<file path="config.mk">
export PLATFORM = sky130hd
export DESIGN_NAME = tmr_pair_top
export DESIGN_NICKNAME = d
export VERILOG_FILES = /design/src/rtl/tmr_pkg.sv /design/src/rtl/tmr_src_sel.sv /design/src/rtl/tmr_counter.sv /design/src/rtl/tmr_irq_ctrl.sv /design/src/rtl/tmr_pair_top.sv
export SDC_FILE = /design/constraint.sdc
export NUM_CORES = 1
export LEC_CHECK = 0
export ABC_AREA = 0
export ABC_CLOCK_PERIOD_IN_PS = 4500
export BUFFER_PORTS_ARGS = -buffer_cell sky130_fd_sc_hd__buf_2
export CAP_MARGIN = 20
export CORE_ASPECT_RATIO = 1.5
export CORE_MARGIN = 2
export CORE_UTILIZATION = 60
export DETAILED_ROUTE_END_ITERATION = 12
export GPL_TIMING_DRIVEN = 0
export PLACE_DENSITY = 0.81
export SYNTH_ARGS = -nofsm -noshare
export SYNTH_HDL_FRONTEND = slang
export SYNTH_SLANG_ARGS = --single-unit
</file>
<file path="constraint.sdc">
create_clock -name clk -period 4.5 [get_ports clk]
set_input_delay 0.225 -clock clk [delete_from_list [all_inputs] [get_ports clk]]
set_output_delay 0.225 -clock clk [all_outputs]
set_load 0.1 [all_outputs]
</file>
<file path="src/rtl/tmr_pkg.sv">
package tmr_pkg;
  localparam int DW = 16;
  localparam int AW = 3;
  localparam int SEL_W = 3;

  localparam logic [AW-1:0] A_MODE_LO = 3'd0;
  localparam logic [AW-1:0] A_MODE_HI = 3'd1;
  localparam logic [AW-1:0] A_BASE_LO = 3'd2;
  localparam logic [AW-1:0] A_BASE_HI = 3'd3;
  localparam logic [AW-1:0] A_CNT_LO  = 3'd4;
  localparam logic [AW-1:0] A_CNT_HI  = 3'd5;
  localparam logic [AW-1:0] A_CTRL    = 3'd6;

  localparam logic [SEL_W-1:0] SEL_TICK  = 3'b000;
  localparam logic [SEL_W-1:0] SEL_CHAIN = 3'b011;

  localparam int B_CNT_EN  = 7;
  localparam int B_LOAD_EN = 6;
  localparam int B_EN_LO   = 8;
  localparam int B_EN_HI   = 9;
  localparam int B_LVL_LSB = 12;
  localparam int LVL_W     = 3;

  typedef struct packed {
    logic             cnt_en;
    logic             load_en;
    logic [SEL_W-1:0] sel;
  } mode_t;
endpackage

</file>
<file path="src/rtl/tmr_src_sel.sv">
module tmr_src_sel
  import tmr_pkg::*;
#(
  parameter bit CHAIN_OK = 1'b0
) (
  input  logic [SEL_W-1:0] sel,
  input  logic             tick,
  input  logic             chain_in,
  output logic             evt
);
  always_comb begin
    case (sel)
      SEL_TICK:  evt = tick;
      SEL_CHAIN: evt = CHAIN_OK ? chain_in : 1'b0;
      default:   evt = 1'b0;
    endcase
  end
endmodule

</file>
<file path="src/rtl/tmr_counter.sv">
module tmr_counter #(
  parameter int W = 8
) (
  input  logic         clk,
  input  logic         rst,
  input  logic [W-1:0] base,
  input  logic         load_en,
  input  logic         cnt_en,
  input  logic         src_evt,
  input  logic         wrap_all,
  output logic [W-1:0] cnt_q,
  output logic         borrow,
  output logic         uf_q
);
  logic step;
  logic at_zero;

  assign step    = cnt_en && src_evt;
  assign at_zero = (cnt_q == '0);
  assign borrow  = !load_en && step && at_zero;

  always_ff @(posedge clk) begin
    if (rst) begin
      cnt_q <= '0;
      uf_q  <= 1'b0;
    end else begin
      uf_q <= borrow;
      if (load_en) begin
        cnt_q <= base;
      end else if (step) begin
        if (at_zero) cnt_q <= wrap_all ? {W{1'b1}} : base;
        else         cnt_q <= cnt_q - 1'b1;
      end
    end
  end


  load_wins_chk: assert property (@(posedge clk) disable iff (rst)
    load_en |=> (cnt_q == $past(base)));


  hold_chk: assert property (@(posedge clk) disable iff (rst)
    (!load_en && !step) |=> $stable(cnt_q));


  uf_from_zero_chk: assert property (@(posedge clk) disable iff (rst)
    $rose(uf_q) |-> ($past(cnt_q) == '0));
endmodule

</file>
<file path="src/rtl/tmr_irq_ctrl.sv">
module tmr_irq_ctrl
  import tmr_pkg::*;
#(
  parameter int NT = 2
) (
  input  logic             clk,
  input  logic             rst,
  input  logic             wr,
  input  logic [DW-1:0]    wdata,
  input  logic [NT-1:0]    set,
  output logic [NT-1:0]    flag_q,
  output logic [NT-1:0]    en_q,
  output logic [LVL_W-1:0] lvl_q,
  output logic             irq_q
);
  logic [NT-1:0] clr;
  logic [NT-1:0] flag_d;
  logic [NT-1:0] en_d;

  assign clr    = wr ? wdata[NT-1:0] : '0;
  assign flag_d = (flag_q & ~clr) | set;
  assign en_d   = wr ? wdata[B_EN_LO +: NT] : en_q;

  always_ff @(posedge clk) begin
    if (rst) begin
      flag_q <= '0;
      en_q   <= '0;
      lvl_q  <= '0;
      irq_q  <= 1'b0;
    end else begin
      flag_q <= flag_d;
      en_q   <= en_d;
      if (wr) lvl_q <= wdata[B_LVL_LSB +: LVL_W];
      irq_q  <= |(flag_d & en_d);
    end
  end


  irq_match_chk: assert property (@(posedge clk) disable iff (rst)
    irq_q |-> (|(flag_q & en_q)));


  sticky_lo_chk: assert property (@(posedge clk) disable iff (rst)
    (flag_q[0] && !(wr && wdata[0])) |=> flag_q[0]);


  sticky_hi_chk: assert property (@(posedge clk) disable iff (rst)
    (flag_q[1] && !(wr && wdata[1])) |=> flag_q[1]);
endmodule

</file>
<file path="src/rtl/tmr_pair_top.sv">
module tmr_pair_top
  import tmr_pkg::*;
#(
  parameter int W = 8
) (
  input  logic             clk,
  input  logic             rst,
  input  logic             tick,
  input  logic [AW-1:0]    bus_addr,
  input  logic             bus_we,
  input  logic [DW-1:0]    bus_wdata,
  output logic [DW-1:0]    bus_rdata,
  output logic             irq,
  output logic [LVL_W-1:0] irq_level,
  output logic             uf_lo,
  output logic             uf_hi
);
  localparam int NT = 2;
  localparam int MW = 8;

  logic [MW-1:0] mode_q [NT];
  logic [W-1:0]  base_q [NT];
  logic [W-1:0]  cnt    [NT];
  logic [NT-1:0] borrow;
  logic [NT-1:0] uf;
  logic [NT-1:0] evt;
  logic [NT-1:0] wrap;
  logic [NT-1:0] flag_q;
  logic [NT-1:0] en_q;
  logic [LVL_W-1:0] lvl_q;
  logic          chained;
  logic          ctrl_wr;
  logic [DW-1:0] rd_mux;
  logic [DW-1:0] ctrl_word;

  assign chained = mode_q[1][B_CNT_EN] && (mode_q[1][SEL_W-1:0] == SEL_CHAIN);
  assign ctrl_wr = bus_we && (bus_addr == A_CTRL);

  always_ff @(posedge clk) begin
    if (rst) begin
      for (int i = 0; i < NT; i++) begin
        mode_q[i] <= '0;
        base_q[i] <= '0;
      end
    end else if (bus_we) begin
      case (bus_addr)
        A_MODE_LO: mode_q[0] <= bus_wdata[MW-1:0];
        A_MODE_HI: mode_q[1] <= bus_wdata[MW-1:0];
        A_BASE_LO: base_q[0] <= bus_wdata[W-1:0];
        A_BASE_HI: base_q[1] <= bus_wdata[W-1:0];
        default: ;
      endcase
    end
  end

  genvar g;
  generate
    for (g = 0; g < NT; g++) begin : g_tmr
      if (g == 0) begin : g_low
        assign wrap[g] = chained && (cnt[1] != '0);
        tmr_src_sel #(.CHAIN_OK(1'b0)) u_sel (
          .sel(mode_q[g][SEL_W-1:0]), .tick(tick), .chain_in(1'b0), .evt(evt[g]));
      end else begin : g_high
        assign wrap[g] = 1'b0;
        tmr_src_sel #(.CHAIN_OK(1'b1)) u_sel (
          .sel(mode_q[g][SEL_W-1:0]), .tick(tick), .chain_in(borrow[g-1]), .evt(evt[g]));
      end
      tmr_counter #(.W(W)) u_cnt (
        .clk(clk), .rst(rst), .base(base_q[g]),
        .load_en(mode_q[g][B_LOAD_EN]), .cnt_en(mode_q[g][B_CNT_EN]),
        .src_evt(evt[g]), .wrap_all(wrap[g]),
        .cnt_q(cnt[g]), .borrow(borrow[g]), .uf_q(uf[g]));
    end
  endgenerate

  tmr_irq_ctrl #(.NT(NT)) u_irq (
    .clk(clk), .rst(rst), .wr(ctrl_wr), .wdata(bus_wdata), .set(borrow),
    .flag_q(flag_q), .en_q(en_q), .lvl_q(lvl_q), .irq_q(irq));

  always_comb begin
    ctrl_word = '0;
    ctrl_word[NT-1:0] = flag_q;
    ctrl_word[B_EN_LO +: NT] = en_q;
    ctrl_word[B_LVL_LSB +: LVL_W] = lvl_q;
  end

  always_comb begin
    rd_mux = '0;
    case (bus_addr)
      A_MODE_LO: rd_mux[MW-1:0] = mode_q[0];
      A_MODE_HI: rd_mux[MW-1:0] = mode_q[1];
      A_BASE_LO: rd_mux[W-1:0]  = base_q[0];
      A_BASE_HI: rd_mux[W-1:0]  = base_q[1];
      A_CNT_LO:  rd_mux[W-1:0]  = cnt[0];
      A_CNT_HI:  rd_mux[W-1:0]  = cnt[1];
      A_CTRL:    rd_mux         = ctrl_word;
      default:   rd_mux         = '0;
    endcase
  end

  always_ff @(posedge clk) begin
    if (rst) bus_rdata <= '0;
    else     bus_rdata <= rd_mux;
  end

  assign uf_lo     = uf[0];
  assign uf_hi     = uf[1];
  assign irq_level = lvl_q;


  chain_step_chk: assert property (@(posedge clk) disable iff (rst)
    (chained && !mode_q[1][B_LOAD_EN] && !borrow[0]) |=> $stable(cnt[1]));


  chain_joint_uf_chk: assert property (@(posedge clk) disable iff (rst)
    (chained && borrow[1]) |-> borrow[0]);
endmodule

</file>
==> results.md <==
* Outcome: complete, no violations
* Cells after synthesis at 343
* Layout cells sized above 1 at 18.6%
* Final Cycle Share at approximately 55%
* Diodes inserted at 0
* Die Wd at about 66 µm
* Netlist cell types at 60
* Worst setup path category: reg2reg
* Initial antenna violation count at 0
* Slew headroom at 48.2%
* Syn Area/Cell at 10.0 µm²
* Postcts setup bufs at 0
* Die height at 96.8 µm
* Initial DRC Count at 313
* Placeable Area at 5490 µm²
* First-pass DRT Iterations at 5
* Pwr per Cell Area at between 400 and 500 nW/µm²
* Static leakage at 0.00160 µW
* Hold path start: bus_wdata[12]
* Post-DRT Antenna Nets at 0
* Reg-to-reg startpoint: g_tmr[1].u_cnt.cnt_q[0]
* Setup violation total in the final timing report at 0
* Via density at just over 6
* R2R setup slack at 2.02 ns
* Routability cong. at roughly 0.97
* Leading post-synthesis cells by cell area: edfxtp_1 (28%), dfxtp_1 (23%), and2_1 (4.0%)
* Area growth, synth to finish at 14.2%
* Asr flop ratio synth at 0%
* Skew-Pair Late Insertion Delay at 0.35 ns
* Routed wire per std cell at ~19 µm
* Slew Limit Fails at 0
* CTS tree: built
* Total I/O pin count at 45
* Row cnt at 33
* Worst Setup SP: g_tmr[1].u_cnt.cnt_q[0]
* Worst EP arrival at 2.76 ns
* All-Layer GR Usage at 29.9%
* DP Wirelength at 6.57 mm
* CP startpoint kind: register
* Final core occ at between 70 and 80%
* Total number of vias at about 2900
* Gr ovfl total at 0
* Crit. End Element: register
* Maximum capacitance violations at 0
* Synthesized area at 3440 µm²
* Worst Path Required at 4.78 ns
* Top delay family on crit path: compound AO/OA/AOI/OAI gates
* H-tree depth at 3
* Worst Path Buf+Inv at 1
* Starting Density at 62.7%
* DRC at 0
* Layout Nets at 418
* Total Die Area at 6380 µm²
* Largest net degree at the start of global routing at 14
* Clock sink count at 71
* Clk pin slew, worst setup/hold paths at roughly 0.08 ns
* Prevailing post-synth register cell: dfxtp_1
* Placed cell count at 450
* Cts bufs inserted at 9
* Root cell of the clock tree: clkbuf_8
* Post-DP Area at around 3700 µm²
* RSZ-0062 raised after global routing: no
* CP max stage delay at 0.65 ns
* Vias in the first global route at 2828
* Seq cells post-synth at 71
* Crit path cell chain: inv_1, ha_1, nor3b_1, a21boi_0, o21ai_0, a2111oi_0, o21bai_1
* Final hold violation count at 0
* Slew @ Worst Pin at 0.770 ns
* Synth cell count leaders: dfxtp_1 (39), edfxtp_1 (32), nor2_1 (32)
* Setup TNS at 0 ns
* Global-route wire length before repair at 14.2 mm
* I/O Buffers at 35
* Post-synth EDFFs at 32
* Post-synth top area share at between 20% and 30%
* Maximum clock frequency at 403 MHz
* Final Skew at 0.0111 ns
* Seq/Total Area, Yosys at 50.6%
* Post_cts resized at 0
* Top-count cell post-synth: dfxtp_1
* Period minus WS final at 2.48 ns
* Critical-path top delay cell: a21boi_0
* CTS max path bufs at 2
* Hold crit path type: in2reg
* Post-synth top area cell: edfxtp_1
* Tot Pwr at 1610 µW
* Worst VDD drop at around 400 µV
* Post-route cell area at between 3000 and 4000 µm²
* Worst Path Max Fanout at 7
* Synthesis Warnings at 0
* WL final at 8.83 mm
* Final Non-Filler Cells at 467
* Hold_buf cts at 0
[worst reg2reg max path, delay by kind of cell, from the launching register on]
| family | cells | cell delay, ns |
|---|---|---|
| compound gates | 4 | 1.42 |
| buf+inv | 1 | 0.12 |
| flops | 1 | 0.45 |
| fa+ha+maj | 1 | 0.24 |
| simple gates | 1 | 0.19 |
[power by group]
part	internal, µW	switching, µW
Clock	297	252
Sequential	716	41.5
Combinational	102	199
[cells by family (layout without fill, tap and decap cells)]
kind of cell	count (synthesis)	after routing	synth area share [%]
AND/OR/NAND/NOR	120	120	18.9
AO/OA/AOI/OAI	96	96	18.5
flip-flops	71	71	50.6
buffers and inverters	33	85	4.18
multiplexers	18	18	6.39
adder cells (fa/ha/maj)	3	3	1.09
other	1	3	0.109
XOR/XNOR	1	1	0.254
[sequential cells by signal (all words and copies together) (netlist names)]
signal and count:
u_irq.lvl_q 3, u_irq.flag_q 2, g_tmr.u_cnt.uf_q 2, u_irq.en_q 2, u_irq.irq_q 1, g_tmr.u_cnt.cnt_q 16, base_q 16, mode_q 16
bus_rdata 13
[worst paths after layout]
path | endpoint | depth (start not counted)
worst max register to register | g_tmr[0].u_cnt.cnt_q[7] | 7
worst min-delay path | u_irq.lvl_q[0] | 3
worst min register to register | bus_rdata[8] | 1
worst max-delay path | g_tmr[0].u_cnt.cnt_q[7] | 7
[layout by cell type, fill, tap and decap left out, types with 3 or more instances in the layout]
cell / Yosys / final
dfxtp_1: 39 / 39
edfxtp_1: 32 / 32
nor2_1: 32 / 32
conb_1: 1 / 3
o31ai_1: 3 / 3
or3_1: 5 / 5
a31o_2: 4 / 4
and2_1: 22 / 22
buf_4: 3 / 3
a21oi_1: 21 / 21
buf_2: 1 / 36
nand3_1: 6 / 6
a22oi_1: 4 / 4
o21ai_0: 19 / 19
mux2i_1: 13 / 13
nor2b_1: 5 / 5
a211oi_1: 7 / 7
ha_1: 3 / 3
nor3_1: 7 / 7
a31oi_1: 6 / 6
inv_1: 13 / 13
clkbuf_1: 13 / 13
nand2_1: 22 / 22
o211ai_1: 3 / 3
a21o_1: 9 / 9
clkbuf_8: 0 / 9
mux4_2: 3 / 3
or2_2: 3 / 3
[layer usage]
| metal | track usage (%) | up-vias | share of wire (%) |
|---|---|---|---|
| met5 | 0 | - | 0 |
| met4 | 15.7 | 0 | 4.9 |
| met3 | 6.28 | 37 | 6.5 |
| met2 | 50.2 | 156 | 50 |
| met1 | 34.9 | 1333 | 38 |
| li1 | - | 1365 | - |
[layout make-up]
type                    count  area, µm²
plain buffers              20       95.1
clock buffers              11        154
clock inverters             5       60.1
fillers                   429       1560
inverters                  13       48.8
multi-input cells         241       1570
flip-flops and latches     71       1740
well taps                  70       87.6
repair buffers             36        180
[stage by stage]
| step | setup WS (ns) | hold slack (ns) |
|---|---|---|
| finish | 2.02 | 0.107 |
| global route | 1.88 | 0.120 |
| CTS | 2.09 | 0.103 |
| detailed placement | 2.12 | 0.444 |
| global placement | 2.13 | 0.434 |
| floorplan | 2.42 | 0.369 |
Power figures use the tool's default switching activity.
